===== src/rtl/stby_pkg.sv =====
package stby_pkg;

    typedef enum logic [1:0] {
        PM_RUN  = 2'd0,
        PM_HALT = 2'd1,
        PM_STBY = 2'd2,
        PM_WARM = 2'd3
    } pm_state_e;

    typedef struct packed {
        logic       deep_en;    // bit 7
        logic       breq_wake;  // bit 6
        logic [2:0] rsvd;       // bits 5..3
        logic [2:0] warm_sel;   // bits 2..0
    } ctl_reg_t;

    localparam logic [7:0] CTL_WMASK = 8'hC7;

    // Number of reference-clock cycles of warm-up for a select code
    function automatic logic [31:0] warm_cycles(input logic [2:0] sel, input int unsigned shift);
        case (sel)
            3'd0:    warm_cycles = 32'd0;
            3'd1:    warm_cycles = 32'd1 << (16 - shift);
            3'd2:    warm_cycles = 32'd1 << (17 - shift);
            default: warm_cycles = 32'd1 << (19 - shift);
        endcase
    endfunction

endpackage


===== src/rtl/stby_ctl_reg.sv =====
module stby_ctl_reg
    import stby_pkg::*;
(
    input  logic       clk,
    input  logic       rst,
    input  logic       we,
    input  logic [7:0] wdata,
    output logic [7:0] rdata,
    output logic       deep_en,
    output logic       breq_wake,
    output logic [2:0] warm_sel
);
    ctl_reg_t ctl_q;

    always_ff @(posedge clk) begin
        if (rst)
            ctl_q <= '0;
        else if (we)
            ctl_q <= ctl_reg_t'(wdata & CTL_WMASK);
    end

    assign rdata     = ctl_q;
    assign deep_en   = ctl_q.deep_en;
    assign breq_wake = ctl_q.breq_wake;
    assign warm_sel  = ctl_q.warm_sel;

    // without a write strobe the register keeps its value
    assert_ctl_hold_R1: assert property (@(posedge clk) disable iff (rst)
        !we |=> (rdata == $past(rdata)));

endmodule


===== src/rtl/stby_wake_src.sv =====
module stby_wake_src #(
    parameter int N_IRQ = 4
) (
    input  logic             nmi_req,
    input  logic [N_IRQ-1:0] int_req,
    input  logic [N_IRQ-1:0] int_en,
    input  logic             bus_req,
    input  logic             breq_wake,
    output logic             wake_stby,
    output logic             wake_halt
);
    logic [N_IRQ-1:0] irq_hit;

    for (genvar i = 0; i < N_IRQ; i++) begin : g_irq
        assign irq_hit[i] = int_req[i] & int_en[i];
    end

    assign wake_halt = nmi_req | (|irq_hit);
    assign wake_stby = wake_halt | (bus_req & breq_wake);

endmodule


===== src/rtl/stby_warm_ctr.sv =====
module stby_warm_ctr #(
    parameter int CNT_W = 19
) (
    input  logic             clk,
    input  logic             rst,
    input  logic             load,
    input  logic [CNT_W-1:0] load_val,
    output logic             expired
);
    logic [CNT_W-1:0] cnt_q;

    always_ff @(posedge clk) begin
        if (rst)
            cnt_q <= '0;
        else if (load)
            cnt_q <= load_val;
        else if (cnt_q != '0)
            cnt_q <= cnt_q - 1'b1;
    end

    assign expired = (cnt_q == '0);

endmodule


===== src/rtl/stby_fsm.sv =====
module stby_fsm
    import stby_pkg::*;
#(
    parameter int WARM_SHIFT = 0,
    parameter int CNT_W      = 19
) (
    input  logic             clk,
    input  logic             rst,
    input  logic             sleep_req,
    input  logic             deep_en,
    input  logic [2:0]       warm_sel,
    input  logic             wake_stby,
    input  logic             wake_halt,
    input  logic             expired,
    output logic             warm_load,
    output logic [CNT_W-1:0] warm_val,
    output pm_state_e        state
);
    pm_state_e   nxt;
    logic [31:0] wlen;

    assign wlen      = warm_cycles(warm_sel, WARM_SHIFT);
    assign warm_val  = CNT_W'(wlen - 32'd1);
    assign warm_load = (state == PM_STBY) && wake_stby && (warm_sel != 3'd0);

    always_comb begin
        nxt = state;
        unique case (state)
            PM_RUN:  if (sleep_req) nxt = deep_en ? PM_STBY : PM_HALT;
            PM_HALT: if (wake_halt) nxt = PM_RUN;
            PM_STBY: if (wake_stby) nxt = (warm_sel == 3'd0) ? PM_RUN : PM_WARM;
            PM_WARM: if (expired)   nxt = PM_RUN;
            default: nxt = PM_RUN;
        endcase
    end

    always_ff @(posedge clk) begin
        if (rst) state <= PM_RUN;
        else     state <= nxt;
    end

    // enabled sleep from run enters standby
    assert_stby_entry_R3: assert property (@(posedge clk) disable iff (rst)
        (state == PM_RUN && sleep_req && deep_en) |=> (state == PM_STBY));
    // standby persists without a wake source
    assert_stby_hold_R5: assert property (@(posedge clk) disable iff (rst)
        (state == PM_STBY && !wake_stby) |=> (state == PM_STBY));
    // warm-up persists until the counter expires, whatever wakes arrive
    assert_warm_hold_R10: assert property (@(posedge clk) disable iff (rst)
        (state == PM_WARM && !expired) |=> (state == PM_WARM));
    // reset always returns to run
    assert_rst_run_R11: assert property (@(posedge clk)
        rst |=> (state == PM_RUN));

endmodule


===== src/rtl/stby_pwr_ctl.sv =====
module stby_pwr_ctl
    import stby_pkg::*;
#(
    parameter int N_IRQ      = 4,
    parameter int ADDR_W     = 32,
    parameter int WARM_SHIFT = 0
) (
    input  logic              clk,
    input  logic              rst,
    input  logic              reg_we,
    input  logic [7:0]        reg_wdata,
    output logic [7:0]        reg_rdata,
    input  logic              sleep_req,
    input  logic              nmi_req,
    input  logic [N_IRQ-1:0]  int_req,
    input  logic [N_IRQ-1:0]  int_en,
    input  logic              bus_req,
    output logic              standby_n,
    output logic              halt_n,
    output logic              core_clk_en,
    output logic              bus_clk_en,
    output logic              io_clk_en,
    output logic              ctl_idle,
    output logic [ADDR_W-1:0] addr_force
);
    localparam int CNT_W = 19 - WARM_SHIFT;

    logic             deep_en, breq_wake, wake_stby, wake_halt;
    logic             warm_load, expired, parked;
    logic [2:0]       warm_sel;
    logic [CNT_W-1:0] warm_val;
    pm_state_e        state;

    stby_ctl_reg u_reg (
        .clk(clk), .rst(rst), .we(reg_we), .wdata(reg_wdata), .rdata(reg_rdata),
        .deep_en(deep_en), .breq_wake(breq_wake), .warm_sel(warm_sel)
    );

    stby_wake_src #(.N_IRQ(N_IRQ)) u_wake (
        .nmi_req(nmi_req), .int_req(int_req), .int_en(int_en), .bus_req(bus_req),
        .breq_wake(breq_wake), .wake_stby(wake_stby), .wake_halt(wake_halt)
    );

    stby_warm_ctr #(.CNT_W(CNT_W)) u_ctr (
        .clk(clk), .rst(rst), .load(warm_load), .load_val(warm_val), .expired(expired)
    );

    stby_fsm #(.WARM_SHIFT(WARM_SHIFT), .CNT_W(CNT_W)) u_fsm (
        .clk(clk), .rst(rst), .sleep_req(sleep_req), .deep_en(deep_en),
        .warm_sel(warm_sel), .wake_stby(wake_stby), .wake_halt(wake_halt),
        .expired(expired), .warm_load(warm_load), .warm_val(warm_val), .state(state)
    );

    assign parked      = (state == PM_STBY) || (state == PM_WARM);
    assign standby_n   = (state != PM_STBY);
    assign halt_n      = (state != PM_HALT);
    assign core_clk_en = !parked;
    assign bus_clk_en  = !parked;
    assign io_clk_en   = !parked;
    assign ctl_idle    = parked;
    assign addr_force  = {ADDR_W{parked}};

    // a low standby output always comes with a parked bus and stopped clocks
    assert_park_R4: assert property (@(posedge clk) disable iff (rst)
        !standby_n |-> (ctl_idle && (&addr_force) && !bus_clk_en));
    // halt and standby never coincide, and halt keeps the clocks running
    assert_halt_clk_R7: assert property (@(posedge clk) disable iff (rst)
        !halt_n |-> (standby_n && core_clk_en));
    // leaving standby for warm-up keeps the clocks stopped
    assert_warm_clk_R9: assert property (@(posedge clk) disable iff (rst)
        ($rose(standby_n) && ctl_idle) |-> !core_clk_en);

endmodule


===== config.mk =====
export PLATFORM = sky130hd
export DESIGN_NAME = stby_pwr_ctl
export DESIGN_NICKNAME = d
export VERILOG_FILES = /design/src/rtl/stby_pkg.sv /design/src/rtl/stby_ctl_reg.sv /design/src/rtl/stby_wake_src.sv /design/src/rtl/stby_warm_ctr.sv /design/src/rtl/stby_fsm.sv /design/src/rtl/stby_pwr_ctl.sv
export SDC_FILE = /design/constraint.sdc
export NUM_CORES = 1
export LEC_CHECK = 0
export BUFFER_PORTS_ARGS = -buffer_cell sky130_fd_sc_hd__buf_2
export CORE_UTILIZATION = 25
export CTS_CLUSTER_DIAMETER = 200
export CTS_CLUSTER_SIZE = 10
export DETAILED_ROUTE_END_ITERATION = 8
export RECOVER_POWER = 50
export SYNTH_ARGS = -nofsm -noshare
export SYNTH_HDL_FRONTEND = slang
export SYNTH_SLANG_ARGS = --single-unit

===== constraint.sdc =====
create_clock -name clk -period 3.3 [get_ports clk]
set_input_delay 0.165 -clock clk [delete_from_list [all_inputs] [get_ports clk]]
set_output_delay 0.165 -clock clk [all_outputs]
set_load 0.05 [all_outputs]

==> results.yml <==
floorplan:
  io_pins: 68
  fp.dieH_um: 85.56
  dieArea_mm2: 0.007320
  core_region_area_mm2: 0.006756
  fp-row-count: 30
  start_util_pct: 25.83
  die_x_um: 85.56
yosys:
  async_flop_share_pct: 0
  synthCells: 219
  synthFlopType: "dfxtp_1"
  syn_area_mm2: 0.001745
  synth_top_area_share_pct: 29.82
  yosysTopAreaCell: "dfxtp_1"
  avgSynthCellArea_um2: 7.970
  yosysWarningCount: 0
  yosys.cell_types.count: 47
  ys_top_cells_by_area: "dfxtp_1 30%, buf_4 17%, a21oi_1 6.3%"
  synth_edf_count: 0
  yosysSeqAreaShare_pct: 29.82
  ys_ff_latch: 26
clock_network:
  cts_tree: "done"
  clk_latency_ns: 0.28
  post-cts-setup-buffers: 0
  root_buffer: "clkbuf_8"
  numCtsBuffers: 3
  cts.htree.levels: 1
  cts_resized: 0
  cts.sinks: 26
  path_clk_slew_ns: 0.10
  hold_buffers: 0
  cts_buffer_depth: 2
final_layout:
  most-common-layout-cells: "32 x buf_2, 29 x clkbuf_1, 26 x dfxtp_1"
  area.growth.synth_to_final_pct: 8.244
  antennaDiodeCount: 0
  drive_above_1_share_pct: 17.77
  final_cells: 322
  nets: 266
  final_area_mm2: 0.001889
  layout_commonest_cell: "buf_2"
setup_path:
  required_ns: 3.49
  critPathCaptureType: "register"
  regToRegSetupSlack_ns: 0.80
  crit_chain: "a221oi_1 > a211o_1 > nand2_1 > ha_1 > buf_4 > nor2_1 > a21oi_1 > o32ai_1"
  reg2reg_to: "u_ctr.cnt_q[8]"
  ff2ff_path_depth: 8
  critical-path-max-stage-delay_ns: 0.58
  cp_top_family: "compound AO/OA/AOI/OAI gates"
  path_class: "reg2reg"
  cp_num_buf_inv: 1
  cp_slowest_cell: "a221oi_1"
  cp.arrival_ns: 2.69
  r2r-start: "u_reg.breq_wake"
  start_kind: "register"
  cp_max_fo: 10
global_routing:
  grtUsageTotal_pct: 10.85
  grt_pass1_wl_um: 6451
  antenna_found_initial: 0
  grt_pass1_vias: 1368
  grt_max_degree: 39
  overflow: 0
timing:
  post-route-period-util_pct: 75.74
  timing.hold.ws_ns: 0.1086
  finClkSkew_ns: 0.005544
  timing_hold_violations_final: 0
  max_freq_mhz: 400.1
  fin_ws_ns: 0.8006
  period_needed_ns: 2.499
  worstMarginPinSlew_ns: 0.6894
  slew_violations: 0
  setup_tns_ns: 0
  rsz0062_at_grt: "no"
  setup_viol: 0
  relSlewSlack_pct: 53.96
power:
  power_density_mw_per_mm2: 1002
  power_leakage_uw: 0.0007228
  peakVddDrop_mv: 0.4529
detailed_routing:
  firstDrtPassIters: 4
  drtIter0Drc: 115
  vias: 1646
  routed_wl_um: 4016
  postRouteAntennaNets: 0
  drt-vias-per-instance: 5.112
  drc_errors: 0
  wl_per_cell_um: 12.47
hold_path:
  whs_endpoint: "u_reg.warm_sel[2]"
  whs_path_depth: 3
  hp-start: "reg_wdata[2]"
  hold_class: "in2reg"
run:
  cap_violations: 0
place:
  gp_congestion: 0.9518
  placed_cells: 318
  numPortBuffers: 61
  hpwl_um: 2889
  placed_cell_area_mm2: 0.001854
  dp_slack_ns: 0.8734
outcome:
  outcome: "completed"
==> area by class of cell <==
type	count	area [um2]
multi-input cells	145	890.9
inverters	2	7.507
flip-flops and latches	26	520.5
clock buffers	3	41.29
fillers	776	4867
clock inverters	1	30.03
well taps	80	100.1
repair buffers	65	299.0
==> tightest hold or removal path, delay by kind of cell <==
| family | cells | cell delay [ns] |
|---|---|---|
| multiplexers | 1 | 0.05 |
| buffers and inverters | 1 | 0.07 |
| AND/OR/NAND/NOR | 1 | 0.07 |
==> metal layers <==
layer / GRT usage [%] / wire length (um)
met4: 3.788 / 57
met1: 14.45 / 1876
met5: 0 / 0
met3: 1.732 / 228
met2: 17.82 / 1853
==> stage by stage <==
step / util [%] / power (uW)
3_5_place_dp: 27.44 / 1598
6_report: 27.96 / 1894
4_1_cts: 28.50 / 1884
3_3_place_gp: 27.44 / 1590
2_1_floorplan: - / 1399
5_1_grt: 27.96 / 2047
==> sequential cells by signal, indices dropped and copies added, names as in the netlist <==
name and cells:
u_reg.breq_wake 1, u_reg.deep_en 1, u_fsm.state 2, u_ctr.cnt_q 19, u_reg.warm_sel 3
==> report_power, final <==
| part | switching, uW | internal (uW) |
|---|---|---|
| registers | 121 | 420 |
| logic | 692 | 384 |
| clock network | 115 | 163 |
| total | 927 | 967 |
==> synth_stat cells (2+ instances only) <==
| library cell | number |
|---|---|
| mux2i_1 | 8 |
| nor3_1 | 11 |
| xnor2_1 | 3 |
| nand4_1 | 4 |
| o21ai_0 | 10 |
| o211ai_1 | 2 |
| nor2_1 | 15 |
| a21oi_1 | 22 |
| and2_1 | 3 |
| a31oi_1 | 6 |
| nand2_1 | 11 |
| a211o_1 | 2 |
| dfxtp_1 | 26 |
| and3_1 | 2 |
| o31ai_1 | 2 |
| nor4_1 | 3 |
| nand2b_1 | 3 |
| buf_4 | 39 |
| a211oi_1 | 4 |
| clkbuf_1 | 7 |
| xor2_1 | 4 |
| nand3_1 | 3 |
| or3_1 | 2 |
| nor3b_1 | 3 |
| inv_1 | 2 |
==> worst max-delay path by stage <==
stage                         start               to  slack (ns)  cells past startpoint
finish              u_reg.breq_wake   u_ctr.cnt_q[8]        0.80                      8
global route        u_reg.breq_wake   u_ctr.cnt_q[8]        0.60                      8
CTS                 u_reg.breq_wake   u_ctr.cnt_q[8]        0.84                      8
detailed placement  u_reg.breq_wake   u_ctr.cnt_q[8]        0.87                      8
global placement    u_reg.breq_wake   u_ctr.cnt_q[8]        0.90                      8
floorplan            u_fsm.state[0]  u_ctr.cnt_q[12]        0.65                     11
==> kinds of logic (layout without fill, tap and decap cells) <==
| kind of cell | count (synthesis) | after routing | synth area share (%) |
|---|---|---|---|
| adders and majority gates | 1 | 1 | 0.7167 |
| xor gates and xnor gates | 7 | 7 | 3.513 |
| muxes | 8 | 8 | 4.588 |
| AOI/OAI and AO/OA | 61 | 61 | 22.30 |
| other | 1 | 3 | 0.2148 |
| DFF | 26 | 26 | 29.82 |
| buffers and inverters | 50 | 71 | 19.57 |
| and+or+nand+nor | 65 | 65 | 19.28 |
Note: power is estimated with default switching activity, not from simulation.
